## src/rtl/pt_walker_pkg.sv

```systemverilog
package pt_walker_pkg;
    localparam int WORD_W  = 32;
    localparam int VA_W    = 32;
    localparam int PA_W    = WORD_W + 4;
    localparam int CTX_W   = 4;
    localparam int PPN_W   = 24;
    localparam int OFF_W   = 12;
    localparam int L1_SPAN = 24;   // low VA bits kept by a level-1 page
    localparam int L2_SPAN = 18;   // low VA bits kept by a level-2 page
    localparam int LVL_W   = 2;
    localparam int IDX_W   = 8;

    typedef enum logic [1:0] {
        ET_INVALID = 2'd0,
        ET_PTR     = 2'd1,
        ET_PAGE    = 2'd2,
        ET_RSVD    = 2'd3
    } ent_kind_e;

    typedef enum logic [2:0] {
        FLT_NONE = 3'd0,
        FLT_CTX  = 3'd1,
        FLT_LV1  = 3'd2,
        FLT_LV2  = 3'd3,
        FLT_LV3  = 3'd4,
        FLT_PROT = 3'd5
    } fault_e;

    typedef struct packed {
        logic [PPN_W-1:0] ppn;
        logic             cacheable;
        logic             modified;
        logic             referenced;
        logic [2:0]       perm;
        ent_kind_e        kind;
    } page_ent_t;

    typedef enum logic [1:0] {
        S_IDLE, S_READ, S_WBACK, S_DONE
    } walk_state_e;

    // Start of the table a pointer word refers to.
    function automatic logic [PA_W-1:0] table_start(input logic [WORD_W-1:0] w);
        return {w[WORD_W-1:2], 2'b00, 4'b0000};
    endfunction

    // Permission check against the 3-bit access code.
    function automatic logic access_ok(input logic [2:0] perm,
                                       input logic user, input logic write);
        logic ok;
        ok = 1'b1;
        if (user && perm > 3'd5)
            ok = 1'b0;
        if (write) begin
            if (user) ok = ok && perm[0] && !perm[2];
            else      ok = ok && perm[0];
        end
        return ok;
    endfunction
endpackage

```

## src/rtl/pt_walker_addr.sv

```systemverilog
module pt_walker_addr
    import pt_walker_pkg::*;
(
    input  logic [PA_W-1:0]    tbl_start,
    input  logic [LVL_W-1:0]   lvl,
    input  logic [CTX_W-1:0]   ctx,
    input  logic [VA_W-1:OFF_W] va_hi,
    output logic [PA_W-1:0]    ent_addr
);
    logic [IDX_W-1:0] idx;

    always_comb begin
        unique case (lvl)
            2'd0:    idx = IDX_W'(ctx);
            2'd1:    idx = va_hi[31:24];
            2'd2:    idx = IDX_W'(va_hi[23:18]);
            default: idx = IDX_W'(va_hi[17:12]);
        endcase
    end

    assign ent_addr = tbl_start + PA_W'({idx, 2'b00});
endmodule

```

## src/rtl/pt_walker_eval.sv

```systemverilog
module pt_walker_eval
    import pt_walker_pkg::*;
(
    input  logic [WORD_W-1:0]  word,
    input  logic [LVL_W-1:0]   lvl,
    input  logic [L1_SPAN-1:0] va_low,
    input  logic               user,
    input  logic               write,
    output ent_kind_e          kind,
    output logic               allowed,
    output logic               need_wb,
    output logic [WORD_W-1:0]  upd_word,
    output logic [PA_W-1:0]    pa,
    output logic               cacheable
);
    page_ent_t ent, upd;

    always_comb begin
        ent            = page_ent_t'(word);
        upd            = ent;
        upd.referenced = 1'b1;
        if (write)
            upd.modified = 1'b1;
    end

    assign kind      = ent.kind;
    assign allowed   = access_ok(ent.perm, user, write);
    assign need_wb   = (upd != ent);
    assign upd_word  = WORD_W'(upd);
    assign cacheable = ent.cacheable;

    always_comb begin
        unique case (lvl)
            2'd1:    pa = {ent.ppn[PPN_W-1:L1_SPAN-OFF_W], va_low[L1_SPAN-1:0]};
            2'd2:    pa = {ent.ppn[PPN_W-1:L2_SPAN-OFF_W], va_low[L2_SPAN-1:0]};
            default: pa = {ent.ppn, va_low[OFF_W-1:0]};
        endcase
    end
endmodule

```

## src/rtl/pt_walker.sv

```systemverilog
module pt_walker
    import pt_walker_pkg::*;
(
    input  logic              clk,
    input  logic              rst,
    input  logic              cfg_we,
    input  logic [WORD_W-1:0] cfg_base,
    input  logic              req_valid,
    output logic              req_ready,
    input  logic [CTX_W-1:0]  req_ctx,
    input  logic [VA_W-1:0]   req_va,
    input  logic              req_write,
    input  logic              req_user,
    output logic              rsp_valid,
    output logic [2:0]        rsp_fault,
    output logic [PA_W-1:0]   rsp_pa,
    output logic              rsp_cacheable,
    output logic              mem_valid,
    input  logic              mem_ready,
    output logic              mem_we,
    output logic [PA_W-1:0]   mem_addr,
    output logic [WORD_W-1:0] mem_wdata,
    input  logic [WORD_W-1:0] mem_rdata
);
    localparam logic [LVL_W-1:0] LAST_LVL = LVL_W'(3);

    walk_state_e       state;
    logic [WORD_W-1:0] base_q;
    logic [PA_W-1:0]   tbl_q;
    logic [LVL_W-1:0]  lvl_q;
    logic [CTX_W-1:0]  ctx_q;
    logic [VA_W-1:0]   va_q;
    logic              wr_q, user_q;
    logic [WORD_W-1:0] wb_q;
    fault_e            flt_q;
    logic [PA_W-1:0]   pa_q;
    logic              cach_q;

    ent_kind_e         kind;
    logic              allowed, need_wb, pg_cach;
    logic [WORD_W-1:0] upd_word;
    logic [PA_W-1:0]   pg_pa, ent_addr;
    fault_e            flt_kind;

    pt_walker_addr u_addr (
        .tbl_start (tbl_q),
        .lvl       (lvl_q),
        .ctx       (ctx_q),
        .va_hi     (va_q[VA_W-1:OFF_W]),
        .ent_addr  (ent_addr)
    );

    pt_walker_eval u_eval (
        .word      (mem_rdata),
        .lvl       (lvl_q),
        .va_low    (va_q[L1_SPAN-1:0]),
        .user      (user_q),
        .write     (wr_q),
        .kind      (kind),
        .allowed   (allowed),
        .need_wb   (need_wb),
        .upd_word  (upd_word),
        .pa        (pg_pa),
        .cacheable (pg_cach)
    );

    assign flt_kind = fault_e'({1'b0, lvl_q} + 3'd1);

    always_ff @(posedge clk) begin
        if (rst) begin
            state  <= S_IDLE;
            base_q <= '0;
            tbl_q  <= '0;
            lvl_q  <= '0;
            ctx_q  <= '0;
            va_q   <= '0;
            wr_q   <= 1'b0;
            user_q <= 1'b0;
            wb_q   <= '0;
            flt_q  <= FLT_NONE;
            pa_q   <= '0;
            cach_q <= 1'b0;
        end else begin
            if (cfg_we)
                base_q <= cfg_base;
            unique case (state)
                S_IDLE: if (req_valid) begin
                    ctx_q  <= req_ctx;
                    va_q   <= req_va;
                    wr_q   <= req_write;
                    user_q <= req_user;
                    tbl_q  <= table_start(base_q);
                    lvl_q  <= '0;
                    state  <= S_READ;
                end
                S_READ: if (mem_ready) begin
                    if (kind == ET_PTR && lvl_q != LAST_LVL) begin
                        tbl_q <= table_start(mem_rdata);
                        lvl_q <= lvl_q + 1'b1;
                    end else if (kind == ET_PAGE && lvl_q != '0) begin
                        if (allowed) begin
                            flt_q  <= FLT_NONE;
                            pa_q   <= pg_pa;
                            cach_q <= pg_cach;
                            wb_q   <= upd_word;
                            state  <= need_wb ? S_WBACK : S_DONE;
                        end else begin
                            flt_q  <= FLT_PROT;
                            pa_q   <= '0;
                            cach_q <= 1'b0;
                            state  <= S_DONE;
                        end
                    end else begin
                        flt_q  <= flt_kind;
                        pa_q   <= '0;
                        cach_q <= 1'b0;
                        state  <= S_DONE;
                    end
                end
                S_WBACK: if (mem_ready)
                    state <= S_DONE;
                default:
                    state <= S_IDLE;
            endcase
        end
    end

    assign req_ready     = (state == S_IDLE);
    assign rsp_valid     = (state == S_DONE);
    assign rsp_fault     = flt_q;
    assign rsp_pa        = pa_q;
    assign rsp_cacheable = cach_q;
    assign mem_valid     = (state == S_READ) || (state == S_WBACK);
    assign mem_we        = (state == S_WBACK);
    assign mem_addr      = ent_addr;
    assign mem_wdata     = wb_q;
endmodule

```

## config.mk

```make
export PLATFORM = sky130hd
export DESIGN_NAME = pt_walker
export DESIGN_NICKNAME = d
export VERILOG_FILES = /design/src/rtl/pt_walker_pkg.sv /design/src/rtl/pt_walker_addr.sv /design/src/rtl/pt_walker_eval.sv /design/src/rtl/pt_walker.sv
export SDC_FILE = /design/constraint.sdc
export NUM_CORES = 1
export LEC_CHECK = 0
export ABC_AREA = 0
export BUFFER_PORTS_ARGS = -buffer_cell sky130_fd_sc_hd__buf_2
export CAP_MARGIN = 15
export CORE_MARGIN = 10
export CORE_UTILIZATION = 37
export CTS_BUF_LIST = sky130_fd_sc_hd__clkbuf_8
export DETAILED_ROUTE_END_ITERATION = 16
export HOLD_SLACK_MARGIN = 0.05
export PLACE_DENSITY_LB_ADDON = 0.12
export SYNTH_ARGS = -nofsm -noshare
export SYNTH_HDL_FRONTEND = slang
export SYNTH_SLANG_ARGS = --single-unit
```

## constraint.sdc

```tcl
create_clock -name clk -period 3.8 [get_ports clk]
set_clock_uncertainty 0.1 [all_clocks]
set_input_delay 0.19 -clock clk [delete_from_list [all_inputs] [get_ports clk]]
set_output_delay 0.19 -clock clk [all_outputs]
set_load 0.1 [all_outputs]
```

=== Word level (Yosys, flattened, before mapping) ===
Cells that the tools add are included.

* Output and inout bits: 112
* Register bits after elaboration: 182
* Input bits: 107
* Logic and storage cells: 75

* Bitwise operators: 1
* Muxes and demuxes: 28
* Reduce and logical (&&, ||, !) cells: 16
* $lt $le $gt $ge: 1
* Add/subtract/negate cells: 3
* Equal/unequal tests: 14

{| class="wikitable"
|+ Operators by type and width
! kind !! number
|-
| $mux 36 || 5
|-
| $pmux 36 s2 || 1
|-
| $pmux 24 s2 || 1
|-
| $add 36x10->36 || 1
|-
| $pmux 8 s3 || 1
|-
| $mux 2 || 8
|-
| $ne 2x2->1 const B || 6
|-
| $eq 2x2->1 const B || 4
|-
| $mux 1 || 8
|-
| $reduce_and 4->1 || 2
|-
| $eq 2x1->1 const B || 3
|-
| $mux 3 || 2
|-
| $pmux 2 s3 || 1
|-
| $logic_and 1x1->1 || 5
|-
| $reduce_and 5->1 || 1
|-
| $logic_not 2->1 || 2
|-
| $pmux 2 s2 || 1
|-
| $reduce_bool 2->1 || 2
|-
| $add 2x1->3 const B || 1
|-
| $gt 3x3->1 const B || 1
|-
| $reduce_and 3->1 || 1
|-
| $add 2x1->2 const B || 1
|-
| $ne 2x2->1 || 1
|-
| $reduce_and 2->1 || 1
|-
| other kinds (3) || 3
|}

=== Depth between registers and ports, before layout ===
* Word-level depth: 12
* Gate-level depth with buffers: 13
* Depth with buffers taken out: 11

=== Hierarchy ===
A second synthesis with hierarchy kept.

* Cell total of the unflattened synthesis: 1,008
* Area, all modules: 8,769.7 um2

{| class="wikitable"
|+ By module, submodules not included
! module !! times used !! area an instance (um2) !! cells an instance
|-
| pt_walker || 1 || 6,881.6 || 766
|-
| pt_walker_addr || 1 || 1,218.7 || 145
|-
| pt_walker_eval || 1 || 669.4 || 97
|}

=== Worst setup path after synthesis ===
No wires, ideal clock.

* Path kind: flip-flop to output port
* Start point: reg lvl_q[0]
* End point: out mem_addr[20]
* Path buffers: 2
* Arrival time: 3.958 ns
* Stages on the path, launching flop included: 14
* Path slack: -0.448 ns
* Required time: 3.510 ns
* Path through: dfxtp_1 inv_1 ha_1 clkbuf_1 a22oi_1 o21ai_0 ha_1 inv_1 fa_1 nor2b_1 o31a_1 clkbuf_1 nand4_1 xnor2_1

* Cells in the longest elaborated chain, start to end: 3

{| class="wikitable"
|+ Ends and longest elaborated chain
! item !! RTL line !! text
|-
| from (decl) || pt_walker.sv:30 || <nowiki>logic [LVL_W-1:0] lvl_q;</nowiki>
|-
| from (signal assigned) || pt_walker.sv:99 || <nowiki>lvl_q <= lvl_q + 1'b1;</nowiki>
|-
| $eq 2x2->1 (tied with other cells) || pt_walker_addr.sv:13 || <nowiki>unique case (lvl)</nowiki>
|-
| $pmux 8 s3 (*) || pt_walker_addr.sv:13 ||
|-
| $add 36x10->36 (*) || pt_walker_addr.sv:21 || <nowiki>assign ent_addr = tbl_start + PA_W'({idx, 2'b00});</nowiki>
|-
| to (decl) || pt_walker.sv:21 || <nowiki>output logic [PA_W-1:0] mem_addr,</nowiki>
|}

Every way passes the cells marked *; elsewhere a longest branch is shown, timed or not.

=== Final worst setup path ===
* Start point: reg lvl_q[1]
* End point: out mem_addr[24]

The elaborated chain is that of the path after synthesis.

==> metrics.cfg <==
[drt]
wl_per_cell_um=18.5
drt_pass1_iterations=7
drt_iter0_drc=392
ant_nets=0
routed_wl_um=26300
viasPerCell=5.08
drc_errors=0
vias=7228

[logic_synthesis]
synth_cell_types=51
yosysWarnings=0
synth-compound-area-share_pct=18.7
synth_top_family_by_area=compound AO/OA/AOI/OAI gates
syn_area_sq_um=7720
synth-xor-area-share_pct=3.06
synthArstFlopShare_pct=0
synth.area.mux_share_pct=8.43
ys_dominant_reg_cell=dfxtp_1
syn_inst=870
synth_fa_ha_area_share_pct=2.20
avgSynthCellArea_sq_um=8.87
synth_edf_count=0
yosysSeqAreaShare_pct=45.1
synth-seq-cells=174
synthSimpleGateAreaFrac_pct=16.7

[power]
internal_power_mw=4.02
design_power_total_mw=7.62
p_per_area_nw_per_um2=706
power_switching_share_pct=47.2
peakVddDrop_mv=0.416
power.leakage_nw=4.48
power_switching_mw=3.59
power_frac_seq_pct=31.8
clkPwrFrac_pct=17.1
combPwrFrac_pct=51.1

[worst_setup_path]
cp_num_buf_inv=4
critPathMaxStageDelay_ps=400
path_class=flip-flop to primary output
crit_chain=inv_1, ha_2, a22oi_1, o21ai_2, ha_1, inv_1, fa_1, nor2b_1, o31a_1, buf_4, nand4_1, xnor2_2, buf_12
path_max_fanout=13
critPathCaptureType=primary output
crit_required_ps=3510
cp_slowest_cell=fa_1
cpMostUsedCell=inv_1
path_delay_family=adder cells
cp-start-kind=flip-flop
arrival_ps=3240

[grt]
grt_max_degree=104
grt_pass1_wl_um=41000
grt_pass1_vias=7374
antenna_found_initial=0
grt_use_total_pct=19.2
overflow=0

[sta]
max_freq_ghz=0.283
setup_violations=0
max_slew_margin_pct=36.6
setup-tns-final_ps=0
finalMaxSlewViolations=0
finalCritPeriodShare_pct=93.0
fin_ws_ps=267
hold_viol_final=0
holdWs_ps=112
finalCriticalPeriod_ps=3530
max_slew.worst_pin.slew_ps=951

[run]
drv_cap=0

[clock_tree]
clock-sinks=174
cts_max_level=4
cts_root_buffer=clkbuf_8
cts_tree=built
cts.clk_slew.worst_paths_ps=80
clockBufferDepth=2
clk-insertion-delay-late_ps=460
cts_made_buffers=17

[placed_design]
hpwl_um=18600
port_buffers=214
pre_cts_ws_ps=225
gp_congestion=0.800
place_inst=1294

[layout]
area_growth_pct=39.8
final_common_cell=buf_2
fin_nets=1261
layout.cells.non_filler=1424
drive_gt1_share_pct=26.8
mostFrequentLayoutCells=buf_2 (189), dfxtp_1 (174), a21oi_1 (133), nand2_1 (114), dlygate4sd3_1 (98)

[floorplanning]
io_pins=219
rows=52
die_w_um=164
die_y_um=164
core_area_sq_um=20400
initial_core_util_pct=37.9
die_area_sq_um=27000

[status]
outcome=finished, final reports clean

[hold_path]
hp-class=input port to flip-flop

[power by group through the flow]
| stage | clock [mW] | combinational (mW) | sequential [mW] |
|---|---|---|---|
| after floorplan | 0 | 2.86 | 2.39 |
| after global placement | 0 | 3.82 | 2.46 |
| after detailed placement | 0 | 3.83 | 2.46 |
| after CTS | 1.34 | 3.92 | 2.42 |
| after global routing | 1.41 | 4.12 | 2.46 |
| final | 1.30 | 3.89 | 2.42 |
[timing repair]
action	4_1_cts	5_1_grt
hold buffers	98	0
endpoints found under the setup margin	23	16
buffers inserted	0	0
gates resized for setup	3	5
hold endpoints to repair	140	0
[logic make-up (layout without fill, tap and decap cells)]
group                    Yosys count  count (layout)
multiplexers                      65              65
flip-flops                       174             174
other                              1               3
AND/OR/NAND/NOR                  267             267
buffers and inverters             92             374
adder cells (fa/ha/maj)           13              13
AO/OA/AOI/OAI                    231             231
XOR/XNOR                          27              27
[sequential cells by signal (all words and copies together), names as in the netlist]
register and flops:
wr_q 1, va_q 32, rsp_cacheable 1, ctx_q 4, user_q 1, tbl_q 30, lvl_q 2, rsp_pa 36
state 2, rsp_fault 3, mem_wdata 32, base_q 30
[cell type report]
class | instances | area (sq um)
Antenna cell | 1 | 2.50
Clock buffer | 20 | 275
Clock inverter | 11 | 118
Fill cell | 1927 | 9570
Inverter | 18 | 67.6
Multi-Input combinational cell | 605 | 3990
Sequential cell | 174 | 3480
Tap cell | 270 | 338
Timing Repair Buffer | 325 | 2520
[cells in the mapped netlist, types with 2 or more instances]
cell,number,area [sq um]
dfxtp_1,174,3480
a21oi_1,133,666
nand2_1,114,428
mux2i_1,65,651
nand3_1,54,270
clkbuf_1,47,176
nor2_1,37,139
o21ai_0,34,170
xnor2_1,26,228
a211oi_1,19,143
inv_1,18,67.6
and2_1,16,100
nand4_1,15,93.8
a211oi_2,13,163
a221o_1,12,120
ha_1,12,150
buf_6,8,90.1
buf_2,7,35.0
buf_4,7,52.6
nor2b_1,6,37.5
nor3_1,5,25.0
a222oi_1,4,40.0
and3_1,4,25.0
nand2b_1,4,25.0
buf_1,3,11.3
nor4_2,3,37.5
o211ai_1,3,22.5
a22oi_1,2,15.0
and4_1,2,17.5
clkbuf_2,2,10.0
[metal layers]
metal	routed length, um	track usage, %	up-vias
met1	12100	25.4	3387
met2	12000	29.4	215
met5	0	0	-
li1	-	-	3594
met3	1740	6.05	32
met4	481	5.68	0
[metrics by stage]
step           area, sq um  utilization [%]
2_1_floorplan         7880                -
3_5_place_dp          9390             46.1
5_1_grt              10800             53.0
4_1_cts              10800             52.9
3_3_place_gp          9390             46.1
6_report             10800             53.0
[path summary, 6_finish.rpt]
kind / startpoint / endpoint / slack [ps] / cells after the start
setup / recovery: lvl_q[1] / mem_addr[24] / 270 / 13
setup reg to reg: lvl_q[1] / rsp_pa[18] / 1030 / 5
hold / removal: mem_rdata[0] / rsp_fault[1] / 110 / 5
hold reg to reg: rsp_pa[6] / rsp_pa[6] / 350 / 2
[worst min-delay path: stages]
cell and delay [ps]:
buf_2 110, nor3b_4 60, nor2b_1 110, mux2i_1 80, nor2_1 70
Note: power is estimated with default switching activity, not from simulation.
